--- config.mk ---
export PLATFORM = sky130hd
export DESIGN_NAME = tlu_top
export DESIGN_NICKNAME = d
export VERILOG_FILES = /design/src/rtl/tlu_pkg.sv /design/src/rtl/tlu_seq.sv /design/src/rtl/tlu_stack.sv /design/src/rtl/tlu_enflag.sv /design/src/rtl/tlu_top.sv
export SDC_FILE = /design/constraint.sdc
export NUM_CORES = 1
export LEC_CHECK = 0
export ABC_CLOCK_PERIOD_IN_PS = 2300
export CORE_MARGIN = 3
export CORE_UTILIZATION = 25
export DETAILED_ROUTE_END_ITERATION = 12
export PLACE_DENSITY = 0.57
export REMOVE_ABC_BUFFERS = 1
export SLEW_MARGIN = 20
export SYNTH_ARGS = -nofsm -noshare
export SYNTH_HDL_FRONTEND = slang
export SYNTH_SLANG_ARGS = --single-unit
export TNS_END_PERCENT = 1
--- constraint.sdc ---
create_clock -name clk -period 2.3 [get_ports clk]
set_clock_uncertainty 0.15 [all_clocks]
set_input_delay 0.46 -clock clk [delete_from_list [all_inputs] [get_ports clk]]
set_output_delay 0.46 -clock clk [all_outputs]
set_load 0.02 [all_outputs]
--- src/rtl/tlu_pkg.sv ---
package tlu_pkg;
  typedef enum logic {TLU_IDLE = 1'b0, TLU_FETCH = 1'b1} tlu_state_e;
endpackage

--- src/rtl/tlu_seq.sv ---
module tlu_seq
  import tlu_pkg::*;
(
  input  logic clk,
  input  logic rst_n,
  input  logic req_i,
  output logic start_o,
  output logic busy_o
);
  tlu_state_e state_q;

  assign start_o = (state_q == TLU_IDLE) && req_i;
  assign busy_o  = (state_q == TLU_FETCH);

  always_ff @(posedge clk or negedge rst_n) begin
    if (!rst_n) state_q <= TLU_IDLE;
    else if (start_o) state_q <= TLU_FETCH;
    else state_q <= TLU_IDLE;
  end

  p_start_busy_r8: assert property (@(posedge clk) disable iff (!rst_n)
    start_o |=> busy_o);
  p_two_cycle_r8: assert property (@(posedge clk) disable iff (!rst_n)
    busy_o |=> !busy_o);
endmodule

--- src/rtl/tlu_stack.sv ---
module tlu_stack #(
  parameter int DEPTH = 4,
  parameter int W     = 10
) (
  input  logic                     clk,
  input  logic                     rst_n,
  input  logic                     push_i,
  input  logic                     pop_i,
  input  logic [W-1:0]             din_i,
  output logic [W-1:0]             top_o,
  output logic [$clog2(DEPTH)-1:0] sp_o
);
  localparam int SP_W = $clog2(DEPTH);

  logic [W-1:0]    mem_q [DEPTH];
  logic [SP_W-1:0] sp_q;

  function automatic logic [SP_W-1:0] ptr_inc(input logic [SP_W-1:0] p);
    return (p == SP_W'(DEPTH-1)) ? '0 : p + 1'b1;
  endfunction

  function automatic logic [SP_W-1:0] ptr_dec(input logic [SP_W-1:0] p);
    return (p == '0) ? SP_W'(DEPTH-1) : p - 1'b1;
  endfunction

  logic [SP_W-1:0] sp_up;
  assign sp_up = ptr_inc(sp_q);

  always_ff @(posedge clk or negedge rst_n) begin
    if (!rst_n) begin
      sp_q <= SP_W'(DEPTH-1);
      for (int i = 0; i < DEPTH; i++) mem_q[i] <= '0;
    end else if (push_i) begin
      mem_q[sp_up] <= din_i;
      sp_q         <= sp_up;
    end else if (pop_i) begin
      sp_q <= ptr_dec(sp_q);
    end
  end

  assign top_o = mem_q[sp_q];
  assign sp_o  = sp_q;

  p_push_wrap_r9: assert property (@(posedge clk) disable iff (!rst_n)
    push_i && (sp_o == SP_W'(DEPTH-1)) |=> sp_o == '0);
  p_push_store_r9: assert property (@(posedge clk) disable iff (!rst_n)
    push_i |=> top_o == $past(din_i));
endmodule

--- src/rtl/tlu_enflag.sv ---
module tlu_enflag (
  input  logic clk,
  input  logic rst_n,
  input  logic set_i,
  input  logic clr_i,
  output logic en_o
);
  always_ff @(posedge clk or negedge rst_n) begin
    if (!rst_n) en_o <= 1'b0;
    else if (clr_i) en_o <= 1'b0;
    else if (set_i) en_o <= 1'b1;
  end

  p_en_sticky_r6: assert property (@(posedge clk) disable iff (!rst_n)
    en_o && !clr_i |=> en_o);
  p_en_clear_r6: assert property (@(posedge clk) disable iff (!rst_n)
    clr_i |=> !en_o);
endmodule

--- src/rtl/tlu_top.sv ---
module tlu_top #(
  parameter int PAGE_W = 2,
  parameter int DR_W   = 3,
  parameter int ACC_W  = 4,
  parameter int DATA_W = 8,
  parameter int PC_W   = 10,
  parameter int DEPTH  = 4
) (
  input  logic                          clk,
  input  logic                          rst_n,
  input  logic                          wake_i,
  input  logic                          tbl_req_i,
  input  logic                          en_set_i,
  input  logic [PAGE_W-1:0]             page_i,
  input  logic [DR_W-1:0]               dr_i,
  input  logic [ACC_W-1:0]              acc_i,
  input  logic [PC_W-1:0]               pc_i,
  input  logic                          call_i,
  input  logic                          ret_i,
  input  logic                          cy_load_i,
  input  logic                          cy_val_i,
  output logic                          rom_en_o,
  output logic [PAGE_W+DR_W+ACC_W-1:0]  rom_addr_o,
  input  logic [DATA_W:0]               rom_data_i,
  output logic [DATA_W/2-1:0]           lo_o,
  output logic [DATA_W/2-1:0]           hi_o,
  output logic                          cy_o,
  output logic                          en_o,
  output logic                          busy_o,
  output logic [PC_W-1:0]               pc_ret_o,
  output logic                          pc_ret_vld_o,
  output logic [$clog2(DEPTH)-1:0]      sp_o
);
  localparam int AW     = PAGE_W + DR_W + ACC_W;
  localparam int WORD_W = DATA_W + 1;
  localparam int HALF   = DATA_W / 2;

  function automatic logic [AW-1:0] form_addr(input logic [PAGE_W-1:0] pg,
                                               input logic [DR_W-1:0] dr,
                                               input logic [ACC_W-1:0] ac);
    return {pg, dr, ac};
  endfunction

  function automatic logic [HALF-1:0] low_half(input logic [WORD_W-1:0] w);
    return w[HALF-1:0];
  endfunction

  function automatic logic [HALF-1:0] high_half(input logic [WORD_W-1:0] w);
    return w[DATA_W-1:HALF];
  endfunction

  // Named internal events
  logic tbl_start, tbl_finish, call_ok, ret_ok, stk_push, stk_pop;
  logic [PC_W-1:0] stk_top;

  tlu_seq u_seq (
    .clk     (clk),
    .rst_n   (rst_n),
    .req_i   (tbl_req_i),
    .start_o (tbl_start),
    .busy_o  (tbl_finish)
  );

  tlu_enflag u_flag (
    .clk   (clk),
    .rst_n (rst_n),
    .set_i (en_set_i),
    .clr_i (wake_i),
    .en_o  (en_o)
  );

  assign call_ok  = call_i && !tbl_finish && !tbl_req_i;
  assign ret_ok   = ret_i && !tbl_finish && !tbl_req_i && !call_i;
  assign stk_push = tbl_start || call_ok;
  assign stk_pop  = tbl_finish || ret_ok;

  tlu_stack #(.DEPTH(DEPTH), .W(PC_W)) u_stack (
    .clk    (clk),
    .rst_n  (rst_n),
    .push_i (stk_push),
    .pop_i  (stk_pop),
    .din_i  (pc_i),
    .top_o  (stk_top),
    .sp_o   (sp_o)
  );

  assign rom_en_o     = tbl_start;
  assign rom_addr_o   = form_addr(page_i, dr_i, acc_i);
  assign busy_o       = tbl_finish;
  assign pc_ret_o     = stk_top;
  assign pc_ret_vld_o = stk_pop;

  always_ff @(posedge clk or negedge rst_n) begin
    if (!rst_n) begin
      lo_o <= '0;
      hi_o <= '0;
      cy_o <= 1'b0;
    end else if (tbl_finish) begin
      lo_o <= low_half(rom_data_i);
      hi_o <= high_half(rom_data_i);
      if (en_o) cy_o <= rom_data_i[WORD_W-1];
    end else if (cy_load_i) begin
      cy_o <= cy_val_i;
    end
  end

  p_lo_data_r3: assert property (@(posedge clk) disable iff (!rst_n)
    tbl_finish |=> lo_o == $past(rom_data_i[HALF-1:0]));
  p_carry_hold_r4: assert property (@(posedge clk) disable iff (!rst_n)
    tbl_finish && !en_o |=> $stable(cy_o));
  p_carry_copy_r5: assert property (@(posedge clk) disable iff (!rst_n)
    tbl_finish && en_o |=> cy_o == $past(rom_data_i[WORD_W-1]));
  p_sp_back_r7: assert property (@(posedge clk) disable iff (!rst_n)
    tbl_finish |=> sp_o == $past(sp_o, 2));
  p_no_overlap_r8: assert property (@(posedge clk) disable iff (!rst_n)
    !(tbl_start && tbl_finish));
endmodule

==> flow_metrics.tcl <==
set metrics [dict create \
    run_status "finished, violations left" \
    violations "setup timing" \
    die_w_microns 109.1 \
    p_leak_nw 1.555 \
    synth_area_per_cell_sq_um 16.82 \
    yosysSeqAreaShare_pct 50.00 \
    worstSetupPathType "reg2out" \
    drtIter0Drc 16 \
    worst_pin_slew_ns 0.3589 \
    peakVddDrop_mv 0.4115 \
    max_freq_mhz 421.2 \
    powerDensity_nw_per_um2 1310 \
    htreeDepth 2 \
    hold-worst-slack_ns 0.3638 \
    timing.final.ws_setup_ns -0.07392 \
    placed_cells 343 \
    hold_class "reg2reg" \
    num_vias 1499 \
    die_height_microns 109.1 \
    maxCapViolations 0 \
    drive_gt1_share_pct 45.91 \
    hold_start "lo_o[1]" \
    clockBufferDepth 2 \
    r2r-start "u_stack.sp_o[0]" \
    synth-seq-cells 53 \
    cts_buffers 5 \
    root_buffer "clkbuf_8" \
    rr_worst_depth 6 \
    core-area_sq_um 10320 \
    max_slew_margin_pct 76.07 \
    clk_pin_slew_ns 0.10 \
    hold_end "lo_o[1]" \
    rsz0062_at_grt "yes" \
    grt_max_degree 26 \
    syn_to_final_growth_pct 29.19 \
    cts_tree "yes" \
    fin_crit_sh_pct 103.2 \
    io_buffers 52 \
    track_usage_pct 10.12 \
    antenna_found_initial 0 \
    synth_flop_cell "dfrtp_1" \
    grt_pass1_vias 1656 \
    critPathArrivalTime_ns 1.76 \
    yosys.cell_types.count 24 \
    worst_skew_pair.late_latency_ns 0.31 \
    postRouteAntennaNets 0 \
    rr_endpoint "u_stack.mem_q[23]" \
    placed_cell_area_sq_um 3322 \
    synth_top_area_share_pct 48.02 \
    hold_viol_final 0 \
    vias_per_cell 4.211 \
    hold_path_depth 1 \
    start_kind "register" \
    required_ns 1.69 \
    hpwl_microns 3830 \
    mostFrequentLayoutCells "50 x dfrtp_1, 40 x mux2_4, 38 x clkdlybuf4s50_1, 12 x buf_4, 10 x mux4_2" \
    fill_cells 1023 \
    n_antenna_cell 0 \
    wl_per_cell_microns 15.77 \
    wl_microns 5615 \
    synth_area_leaders "dfrtp_1 48%, mux2_4 23%, mux4_2 8.5%" \
    finalSetupViolations 10 \
    ios 71 \
    syn-cell-area_sq_um 2658 \
    period_needed_ns 2.374 \
    synthArstFlopShare_pct 100.0 \
    drc 0 \
    synth_edf_count 0 \
    rows 37 \
    final_common_cell "dfrtp_1" \
    fp.dieArea_sq_um 11900 \
    nets 262 \
    startpoint "u_stack.sp_o[0]" \
    yosysWarnings 0 \
    end_kind "output port" \
    pre_cts_ws_ns -0.2713 \
    drv_slew 0 \
    fin_cells 356 \
    r2r_slack_ns 0.28 \
    syn_inst 158 \
    yosysTopAreaCell "dfrtp_1" \
    final_area_sq_um 3433 \
    dr.pass1.iters 4 \
    gp_congestion 0.6608 \
    crit_fanout 6 \
    grt_pass1_wl_microns 9135 \
    cts.sinks 53 \
    start_util_pct 25.74 \
    grt_overflow_total 0 \
    finalPower_mw 4.497 \
]
metal layers:
layer	vias to the layer above	share of wire (%)	track usage (%)
li1	683	-	-
met1	743	47	13.89
met2	66	45	15.04
met3	7	7.1	3.493
met4	0	0.89	2.976
met5	-	0	0
cell type report:
| type | instances | area [sq um] | share of cell area, % |
|---|---|---|---|
| Timing Repair Buffer | 68 | 626.9 | 18.26 |
| Clock buffer | 5 | 68.82 | 2.004 |
| Multi-Input combinational cell | 89 | 1205 | 35.09 |
| Inverter | 2 | 7.507 | 0.2187 |
| Tap cell | 136 | 170.2 | 4.956 |
| Clock inverter | 3 | 21.27 | 0.6195 |
| Sequential cell | 53 | 1334 | 38.85 |
through the flow:
stage / utilization (%) / TNS, ns
floorplan: - / 0
global placement: 32.18 / -2.612
detailed placement: 32.18 / -2.756
CTS: 33.24 / -0.8957
global route: 33.26 / -1.187
finish: 33.26 / -0.6504
kinds of logic (layout without fill, tap and decap cells):
logic type | after synthesis | count (layout) | share of synthesized area, %
multiplexers | 59 | 59 | 34.84
flip-flops | 53 | 53 | 50.00
buffers and inverters | 16 | 78 | 4.661
AND/OR/NAND/NOR | 13 | 13 | 4.803
AO/OA/AOI/OAI | 11 | 11 | 2.873
adder cells (fa/ha/maj) | 6 | 6 | 2.825
repair_timing:
action / CTS / global route
setup buffers: 4 / 0
gates cloned: 0 / 0
hold buffers: 1 / 0
hold endpoints to repair: 11 / 0
setup endpoints to repair: 13 / 11
gates resized for setup: 53 / 1
cells in the mapped netlist, types with 2 or more instances:
cell type  instances
dfstp_2            2
nor2b_1            3
buf_4             10
mux2_2             8
a21oi_1            4
ha_1               6
mux4_2            10
inv_1              2
nor2_1             4
dfrtp_1           51
mux2_4            40
buf_2              2
o21ai_0            2
nand2_8            4
critical path, cell delays in order, from the launching register on:
cell and delay, ns:
dfstp_4 0.66, buf_8 0.14, mux4_2 0.48, buf_2 0.17
worst max-delay path by stage:
stage | to | slack (ns) | depth (start not counted)
after floorplan | pc_ret_o[0] | 0.25 | 1
after global placement | pc_ret_o[4] | -0.26 | 2
after detailed placement | pc_ret_o[4] | -0.27 | 2
after CTS | pc_ret_o[9] | -0.1 | 3
after global routing | pc_ret_o[5] | -0.13 | 3
final | pc_ret_o[9] | -0.07 | 3
flip-flops by register name, summed over array words and instances, names as in the netlist:
signal and cells:
u_stack.mem_q 40, hi_o 4, lo_o 4, u_stack.sp_o 2
cy_o 1, u_flag.en_o 1, u_seq.busy_o 1
power breakdown:
part           switching [mW]  internal (mW)
logic                   0.956           1.39
clock network           0.332          0.217
registers               0.242           1.36
No activity file was read; power rests on OpenSTA's default activity.
